## src/rtl/pixfetch_pkg.sv

```systemverilog
// Shared types for the display line FIFO refill requester.
package pixfetch_pkg;
    // Controller phases: waiting for trigger, request pending, words arriving.
    typedef enum logic [1:0] {
        PF_IDLE = 2'd0,
        PF_REQ  = 2'd1,
        PF_XFER = 2'd2
    } pf_state_e;
endpackage

```

## src/rtl/pixfetch_len.sv

```systemverilog
// Burst length calculator.
// Computes the burst length from FIFO occupancy, mode and marks. The length
// is trimmed to the free FIFO space and to the words left before frame end.
// Assumes level <= DEPTH and FLEN_W >= LVL_W. Purely combinational.
module pixfetch_len #(
    parameter int DEPTH  = 16,
    parameter int LVL_W  = 5,
    parameter int FLEN_W = 16
) (
    input  logic [LVL_W-1:0]  level,
    input  logic [LVL_W-1:0]  high_mark,
    input  logic              mode_fixed,
    input  logic [FLEN_W-1:0] frm_left,
    output logic [LVL_W-1:0]  burst_len
);
    localparam logic [LVL_W-1:0] DEPTH_L = LVL_W'(DEPTH);

    logic [LVL_W-1:0] free_w;
    logic [LVL_W-1:0] keep_w;
    logic [LVL_W-1:0] fix_len;
    logic [LVL_W-1:0] dyn_len;
    logic [LVL_W-1:0] raw_len;

    // Derive both mode lengths, select one, then trim to the frame end.
    always_comb begin
        free_w    = DEPTH_L - level;
        keep_w    = (high_mark >= LVL_W'(2)) ? high_mark - LVL_W'(2) : '0;
        fix_len   = (high_mark < free_w) ? high_mark : free_w;
        dyn_len   = (free_w > keep_w) ? free_w - keep_w : '0;
        raw_len   = mode_fixed ? fix_len : dyn_len;
        burst_len = (frm_left < FLEN_W'(raw_len)) ? frm_left[LVL_W-1:0] : raw_len;
    end
endmodule

```

## src/rtl/pixfetch_addr.sv

```systemverilog
// Fetch address generator.
// Holds the next word address and the number of words left in the frame.
// Each step advances by one word. The last word of a frame reloads the
// current frame_base and frame_len. Assumes frame_len >= 1.
module pixfetch_addr #(
    parameter int ADDR_W = 16,
    parameter int FLEN_W = 16
) (
    input  logic              clk,
    input  logic              rst_n,
    input  logic [ADDR_W-1:0] frame_base,
    input  logic [FLEN_W-1:0] frame_len,
    input  logic              step,
    output logic [ADDR_W-1:0] cur_addr,
    output logic [FLEN_W-1:0] frm_left
);
    // Advance or wrap the address once per transferred word.
    always_ff @(posedge clk) begin
        if (!rst_n) begin
            cur_addr <= frame_base;
            frm_left <= frame_len;
        end else if (step) begin
            if (frm_left == FLEN_W'(1)) begin
                cur_addr <= frame_base;
                frm_left <= frame_len;
            end else begin
                cur_addr <= cur_addr + ADDR_W'(1);
                frm_left <= frm_left - FLEN_W'(1);
            end
        end
    end

    AST_ADDR_HOLD: assert property (@(posedge clk) disable iff (!rst_n)
        !step |=> $stable(cur_addr));
    AST_LEFT_NONZERO: assert property (@(posedge clk) disable iff (!rst_n)
        frm_left != '0);
endmodule

```

## src/rtl/pixfetch_req.sv

```systemverilog
// Display line FIFO refill requester (top).
// Raises one burst read request at a time when the FIFO level falls to the
// trigger mark. It holds the request until it is accepted, then counts the
// delivered words before looking at the trigger again.
// Assumes the memory side writes words only after accepting the request.
module pixfetch_req
    import pixfetch_pkg::*;
#(
    parameter int  DEPTH  = 16,
    parameter int  ADDR_W = 16,
    parameter int  FLEN_W = 16,
    localparam int LVL_W  = $clog2(DEPTH + 1)
) (
    input  logic              clk,
    input  logic              rst_n,
    input  logic [LVL_W-1:0]  fifo_level,
    input  logic              mode_fixed,
    input  logic [LVL_W-1:0]  high_mark,
    input  logic [LVL_W-1:0]  trig_mark,
    input  logic [ADDR_W-1:0] frame_base,
    input  logic [FLEN_W-1:0] frame_len,
    input  logic              req_ready,
    input  logic              word_wr,
    output logic              req_valid,
    output logic [LVL_W-1:0]  req_len,
    output logic [ADDR_W-1:0] req_addr
);
    localparam logic [LVL_W-1:0] DEPTH_L = LVL_W'(DEPTH);

    pf_state_e         st;
    logic [LVL_W-1:0]  remain;
    logic [LVL_W-1:0]  calc_len;
    logic [ADDR_W-1:0] cur_addr;
    logic [FLEN_W-1:0] frm_left;
    logic              step;

    // A word moves the address only while a burst is in transfer.
    assign step = word_wr && (st == PF_XFER);

    pixfetch_len #(.DEPTH(DEPTH), .LVL_W(LVL_W), .FLEN_W(FLEN_W)) u_len (
        .level      (fifo_level),
        .high_mark  (high_mark),
        .mode_fixed (mode_fixed),
        .frm_left   (frm_left),
        .burst_len  (calc_len)
    );

    pixfetch_addr #(.ADDR_W(ADDR_W), .FLEN_W(FLEN_W)) u_addr (
        .clk        (clk),
        .rst_n      (rst_n),
        .frame_base (frame_base),
        .frame_len  (frame_len),
        .step       (step),
        .cur_addr   (cur_addr),
        .frm_left   (frm_left)
    );

    // Request and transfer sequencing with one burst outstanding.
    always_ff @(posedge clk) begin
        if (!rst_n) begin
            st        <= PF_IDLE;
            req_valid <= 1'b0;
            req_len   <= '0;
            req_addr  <= '0;
            remain    <= '0;
        end else begin
            case (st)
                PF_IDLE: begin
                    if (fifo_level <= trig_mark && calc_len != '0) begin
                        req_valid <= 1'b1;
                        req_len   <= calc_len;
                        req_addr  <= cur_addr;
                        st        <= PF_REQ;
                    end
                end
                PF_REQ: begin
                    if (req_ready) begin
                        req_valid <= 1'b0;
                        remain    <= req_len;
                        st        <= PF_XFER;
                    end
                end
                PF_XFER: begin
                    if (word_wr) begin
                        remain <= remain - LVL_W'(1);
                        if (remain == LVL_W'(1)) st <= PF_IDLE;
                    end
                end
                default: st <= PF_IDLE;
            endcase
        end
    end

    AST_REQ_HOLD: assert property (@(posedge clk) disable iff (!rst_n)
        req_valid && !req_ready |=> req_valid && $stable(req_len) && $stable(req_addr));
    AST_REQ_DROP: assert property (@(posedge clk) disable iff (!rst_n)
        req_valid && req_ready |=> !req_valid);
    AST_NO_REQ_IN_XFER: assert property (@(posedge clk) disable iff (!rst_n)
        (st == PF_XFER) |-> !req_valid);
    AST_LEN_NONZERO: assert property (@(posedge clk) disable iff (!rst_n)
        req_valid |-> req_len != '0);
    AST_LEN_FITS: assert property (@(posedge clk) disable iff (!rst_n)
        (st == PF_IDLE) |-> calc_len <= DEPTH_L - fifo_level);
    AST_LEN_IN_FRAME: assert property (@(posedge clk) disable iff (!rst_n)
        req_valid |-> FLEN_W'(req_len) <= frm_left);
endmodule

```

## config.mk

```make
export PLATFORM = sky130hd
export DESIGN_NAME = pixfetch_req
export DESIGN_NICKNAME = d
export VERILOG_FILES = /design/src/rtl/pixfetch_pkg.sv /design/src/rtl/pixfetch_len.sv /design/src/rtl/pixfetch_addr.sv /design/src/rtl/pixfetch_req.sv
export SDC_FILE = /design/constraint.sdc
export NUM_CORES = 1
export LEC_CHECK = 0
export BUFFER_PORTS_ARGS = -buffer_cell sky130_fd_sc_hd__buf_2
export CORE_MARGIN = 2
export CORE_UTILIZATION = 32
export DETAILED_ROUTE_END_ITERATION = 7
export GPL_ROUTABILITY_DRIVEN = 1
export PLACE_DENSITY = 0.55
export SLEW_MARGIN = 20
export SYNTH_ARGS = -nofsm -noshare
export SYNTH_HDL_FRONTEND = slang
export SYNTH_SLANG_ARGS = --single-unit
export TNS_END_PERCENT = 30
```

## constraint.sdc

```tcl
create_clock -name clk -period 10.48 [get_ports clk]
set_input_delay 1.048 -clock clk [delete_from_list [all_inputs] [get_ports clk]]
set_output_delay 1.048 -clock clk [all_outputs]
set_load 0.01 [all_outputs]
```

==> results of run 1 <==
worst max-delay path, delay by kind of cell:
kind | cells | cell delay (ps)
adder cells (fa/ha/maj) | 3 | 770
multiplexers | 1 | 270
AO/OA/AOI/OAI | 8 | 1990
XOR/XNOR | 1 | 310
AND/OR/NAND/NOR | 4 | 1260
buffers and inverters | 3 | 310
layout make-up:
cell class                      count  area, um^2  share of cell area
Tap cell                          147         184              0.0387
Clock inverter                      6        67.6              0.0142
Sequential cell                    61        1540               0.325
Multi-Input combinational cell    356        2240               0.472
Clock buffer                       10         250              0.0527
Timing Repair Buffer               75         380              0.0801
Inverter                           22        82.6              0.0174
metrics by stage:
step / utilization / power, uW / hold slack [ps] / cell area, um^2
after global placement: 0.368 / 495 / 472 / 4420
after CTS: 0.395 / 816 / 479 / 4740
after global routing: 0.395 / 856 / 508 / 4750
after floorplan: - / 437 / 489 / 3940
final: 0.395 / 807 / 478 / 4750
after detailed placement: 0.368 / 498 / 470 / 4420
power breakdown:
part / switching, uW / leakage, uW / internal (uW)
Combinational: 108 / 0.00127 / 75.8
Sequential: 26.5 / 0.000556 / 284
Clock: 113 / 0.000159 / 200
cell usage after synthesis (3+ instances only):
library cell   n
nor4_1         3
a21oi_1       39
clkbuf_1      16
and3_1         5
nand2_1       62
nor3_1        11
xnor2_1       13
o21ai_1        5
a22oi_1        7
o21ai_0       53
and2_1         3
a21o_1         4
ha_1          25
xor2_1        19
mux2i_1        3
nor2b_1        4
or2_2          3
dfxtp_1       29
edfxtp_1      32
inv_1         22
o21a_1         5
nand3_1       30
nor2_1        23
nand3b_1       4
flip-flops by register name, summed over array words and instances, names as in the netlist:
| name | count |
|---|---|
| st | 2 |
| u_addr.frm_left | 16 |
| remain | 5 |
| req_valid | 1 |
| req_addr | 16 |
| req_len | 5 |
| u_addr.cur_addr | 16 |
worst max path at each step:
| stage | from | end |
|---|---|---|
| after floorplan | fifo_level[0] | req_len[2]$_SDFFE_PN0P_ |
| after global placement | fifo_level[0] | st[0]$_SDFFE_PN0P_ |
| after detailed placement | fifo_level[0] | st[0]$_SDFFE_PN0P_ |
| after CTS | fifo_level[0] | st[0]$_SDFFE_PN0P_ |
| after global routing | fifo_level[0] | st[0]$_SDFFE_PN0P_ |
| final | fifo_level[0] | st[0]$_SDFFE_PN0P_ |
cells by family (layout without fill, tap and decap cells):
logic type | count (synthesis) | after routing
simple gates | 161 | 161
compound gates | 132 | 132
flops | 61 | 61
xor+xnor | 32 | 32
fa+ha+maj | 26 | 26
mux | 5 | 5
buf+inv | 42 | 113
layer usage:
layer  up-vias  global-route usage
met1      1586               0.205
li1       1785                   -
met5         -                   0
met4         0              0.0482
met3         8              0.0406
met2        91               0.261
==> impl_results.md, run 1 <==
* Initial antenna violation count at 0
* Peak Freq at 174 MHz
* Dpl hpwl at 7430 um
* Final setup violation count at 0
* Pre-CTS setup slack at 4430 ps
* Pwr/cell area at 170 nW/um^2
* Vias per cell at 5.13
* Post-synth top area cell: edfxtp_1
* DRC Markers at 0
* Gpl congestion at 0.860
* CP endpoint kind: register
* Reg-to-reg slack, setup at 7280 ps
* Max_cap viols at 0
* Final WS setup at 4720 ps
* Critical path class: primary input to register
* Most common cell after layout, fill and taps aside: buf_2
* Setup crit start kind: primary input
* Die Y at 115 um
* Setup TNS at 0 ps
* Reg2reg start: u_addr.frm_left[9]$_DFFE_PP_
* Final Max Slew Viols at 0
* Layout cells sized above 1 at 0.191
* Most frequent CP cell: ha_1
* Hold Path End: req_addr[1]$_SDFFE_PN0P_
* Number of diodes at 0
* Crit path DAT at 5970 ps
* Crit share post-route at 0.549
* Post-Synth Simple-Gate Area at 0.195
* Post-Route WL at 9940 um
* Clock Latency Late Sink at 330 ps
* Critical path peak fanout at 18
* Final std cells w/o fill at 677
* Post-route ant nets at 0
* Period minus WS final at 5760 ps
* Core Rows at 40
* XOR/XNOR share of the synthesized area at 0.0712
* Syn_area_per_cell at 8.58 um^2
* Cells along the critical path: buf_2 > inv_1 > ha_1 > nor3b_1 > xor2_1 > inv_1 > ha_1 > a21oi_1 > o21ai_1 > nor2_1 > mux2i_1 > a22oi_1 > ha_1 > a211o_1 > or4_1 > a31o_1 > a21oi_1 > a41o_1 > nor2_1 > o211a_1
* Largest family of logic cells by synthesized area: compound AO/OA/AOI/OAI gates
* Synth Instances at 459
* Post-synthesis instance area at 3940 um^2
* GR Overflow Total at 0
* Ys async rst share at 0
* DR WL met2 at 4770 um
* Worst-path clk slew at 60 ps
* Relative slew slack at 0.465
* Drt wl/cell at 14.7 um
* Synth cell types at 54
* GRT Overall Usage at 0.158
* Initial detailed-routing violation count at 203
* TritonCTS Buffers at 9
* Vias post-DR at 3,470
* Yosys Warn Count at 0
* Leading post-synthesis cells by cell area: edfxtp_1 24%, dfxtp_1 15%, ha_1 7.9%
* Area share of fa/ha/maj cells after synthesis at 0.0846
* Sequential share of the synthesized area at 0.392
* WP data required at 10,700 ps
* CTS Hold Buffers Added at 0
* CTS H-tree depth at 3
* Area grow syn2layout at 20.6%
* Syn Nets at 537
* Ys flop type: edfxtp_1
* Port Buffers at 73
* Final net count at 603
* Placed cells at 661
* Clk sink count at 61
* Max IR drop VDD at 98.3 uV
* Max Root-Sink Buffers at 2
* Post-synth top area share at 0.244
* Cell leakage power at 0.00198 uW
* Initial Utilization at 0.328
* Critical hold path startpoint: req_addr[1]$_SDFFE_PN0P_
* Number of enable flip-flop cells after synthesis at 32
* Mux share of post-synthesis cell area at 0.0134
* CP max stage delay at 500 ps
* CTS tree: yes
* Met1 wire length at 4630 um
* Hold Fails Final Rpt at 0
* RSZ-0062 raised after global routing: no
* R2R Path End: st[0]$_SDFFE_PN0P_
* Number of global-route vias before repair at 3,411
* Most frequent cells in the layout: 73 x buf_2, 62 x nand2_1, 53 x o21ai_0
* Core Region at 12,000 um^2
* FF-to-FF path depth at 8
* Worst path slowest cell: a41o_1
* Status: finished, final reports clean
* Hold depth at 2
* Postcts setup bufs at 0
* Slew @ Worst Pin at 795 ps
* Post-synthesis compound-gate area fraction at 0.200
* Top Layer Used: met4
* Fillers at 1,242
* Die X at 115 um
* Register bit total from synthesis at 61
* IO Pins at 74
* Cts repair resizes at 0
* Clock root buffer master: clkbuf_16
* Die area at 13,200 um^2
* Skew final at 10.3 ps
* Largest net degree at the start of global routing at 64
* Worst hold path type: register to register
* Met3 wire length at 434 um
* First-pass GRT wire length at 16,400 um
* Iteration count of the initial detailed-routing pass at 4
Power figures use the tool's default switching activity.
==> run 2: changes to the inputs <==
==> constraint.sdc (replaced) <==
create_clock -name clk -period 5.4 [get_ports clk]
set_input_delay 0.54 -clock clk [delete_from_list [all_inputs] [get_ports clk]]
set_output_delay 0.54 -clock clk [all_outputs]
set_load 0.01 [all_outputs]
==> run 2 against run 1 <==
Register-to-register slack lost 4700 ps. Combinational power grew 96%. Sequential power grew 94%. Global-route usage shrank 0.36 points. Critical endpoint is now req_addr[5]$_SDFFE_PN0P_. Die area is the same. Clock-buffer cell count grew 2. Wire length shrank 2.8%. Core utilization is essentially flat. Clock power grew 84%.
==> impl_results.md, run 2 (synthesized netlist as in run 1, its figures left out) <==
* Relative slew slack at 0.465 (about the same)
* Vias post-DR at 3,451 (-0.55%)
* Die X at 115 um (unchanged)
* CTS Hold Buffers Added at 0 (unchanged)
* CTS H-tree depth at 3 (unchanged)
* Postcts setup bufs at 0 (unchanged)
* Critical hold path startpoint: req_addr[1]$_SDFFE_PN0P_
* Pre-CTS setup slack at 183 ps (-4240 ps)
* Skew final at 6.71 ps (-3.54 ps)
* WP data required at 5580 ps (-5120 ps)
* First-pass GRT wire length at 16,300 um (-0.76%)
* CP endpoint kind: register
* Slew @ Worst Pin at 799 ps (+4.54 ps)
* Power Total at 1540 uW (+90%)
* Max_cap viols at 0 (unchanged)
* Die area at 13,200 um^2 (unchanged)
* Die Y at 115 um (unchanged)
* Area grow syn2layout at 20.7% (about the same)
* Critical path peak fanout at 17 (-1)
* DRC Markers at 0 (unchanged)
* Cts repair resizes at 0 (unchanged)
* GRT Overall Usage at 0.155 (-0.00361)
* Core Rows at 40 (unchanged)
* Max Root-Sink Buffers at 2 (unchanged)
* Multi-input logic area at 2240 um^2 (-0.28%)
* CTS tree: yes
* Clock root buffer master: clkbuf_16
* Final std cells w/o fill at 680 (+0.44%)
* Post-Route WL at 9660 um (-2.8%)
* Crit path DAT at 5050 ps (-920 ps)
* Placed cells at 664 (+0.45%)
* Final Max Slew Viols at 0 (unchanged)
* Final setup violation count at 0 (unchanged)
* Initial antenna violation count at 0 (unchanged)
* Final net count at 606 (+0.50%)
* Post-route ant nets at 0 (unchanged)
* Vias per cell at 5.08 (-0.99%)
* Worst-path clk slew at 60 ps (about the same)
* Cell leakage power at 0.00199 uW (+0.46%)
* GR Overflow Total at 0 (unchanged)
* Gpl congestion at 0.842 (-2.1%)
* Worst hold path type: register to register
* Iteration count of the initial detailed-routing pass at 5 (+1)
* IO Pins at 74 (unchanged)
* Clk sink count at 61 (unchanged)
* Layout cells sized above 1 at 0.193 (+0.00268)
* Sequential cell area at 1540 um^2 (unchanged)
* Largest net degree at the start of global routing at 38 (-41%)
* Setup crit start kind: primary input
* Reg2reg start: u_addr.frm_left[9]$_DFFE_PP_
* Final hold slack at 474 ps (-3.86 ps)
* Pwr/cell area at 323 nW/um^2 (+90%)
* Setup TNS at 0 ps (unchanged)
* RSZ-0062 raised after global routing: no
* Port Buffers at 73 (unchanged)
* Dpl hpwl at 7320 um (-1.5%)
* Critical path class: primary input to register
* Crit share post-route at 0.902
* Number of diodes at 0 (unchanged)
* Initial Utilization at 0.328 (unchanged)
* TritonCTS Buffers at 9 (unchanged)
* Most frequent cells in the layout: 73 x buf_2, 62 x nand2_1, 53 x o21ai_0
* Fillers at 1,230 (-0.97%)
* Clock Latency Late Sink at 330 ps (about the same)
* Core Region at 12,000 um^2 (unchanged)
* Critical Path Start: fifo_level[0]
* Status: finished, final reports clean
* Peak Freq at 205 MHz
* Drt wl/cell at 14.2 um (-3.2%)
* Initial detailed-routing violation count at 221 (+8.9%)
* Period minus WS final at 4870 ps
* Hold Fails Final Rpt at 0 (unchanged)
* Most common cell after layout, fill and taps aside: buf_2
* Largest regs: req_addr: 16 flops, u_addr.cur_addr: 16 flops, u_addr.frm_left: 16 flops
* Final WS setup at 527 ps (-4200 ps)
* Max IR drop VDD at 180 uV (+83%)
* Number of global-route vias before repair at 3,414 (+0.088%)
[run 2: worst paths after layout]
kind	end	slack, ps	cells after the start
worst max-delay path	req_addr[5]$_SDFFE_PN0P_	530	21
worst min-delay path	req_addr[1]$_SDFFE_PN0P_	470	2
worst max register to register	req_addr[5]$_SDFFE_PN0P_	2550	9
worst min register to register	req_addr[1]$_SDFFE_PN0P_	470	2
[run 2: power by group]
group	total (uW)	internal [uW]	switching, uW
Sequential	601	551	49.9
Clock	576	367	209
Combinational	360	151	208
[run 2: cell type report]
| class | instances | share of cell area |
|---|---|---|
| Multi-Input combinational cell | 356 | 0.471 |
| Sequential cell | 61 | 0.324 |
| Clock inverter | 4 | 0.00527 |
| Tap cell | 147 | 0.0387 |
| Timing Repair Buffer | 78 | 0.0848 |
| Clock buffer | 12 | 0.0587 |
| Inverter | 22 | 0.0174 |
[run 2: per-layer routing]
metal | wire length, um | track usage
met1 | 4410 | 0.201
met2 | 4630 | 0.256
met3 | 456 | 0.0316
met4 | 160 | 0.0546
met5 | 0 | 0
[run 2: worst max-delay path, stage by stage]
cell and delay (ps):
buf_2 130, inv_1 100, ha_1 190, nor3b_1 230, xor2_1 270, inv_1 80
ha_1 310, a21oi_1 140, o21ai_1 120, nor2_1 400, mux2i_1 260, a22oi_1 200
ha_1 280, a211o_1 270, or4_1 420, a31o_1 220, and2_4 180, a41o_1 250
buf_4 180, o21ai_0 170, a21oi_1 90
[run 2: metrics by stage]
| stage | area (um^2) | utilization |
|---|---|---|
| 2_1_floorplan | 3940 | - |
| 3_3_place_gp | 4450 | 0.370 |
| 3_5_place_dp | 4450 | 0.370 |
| 4_1_cts | 4750 | 0.396 |
| 5_1_grt | 4750 | 0.396 |
| 6_report | 4750 | 0.396 |
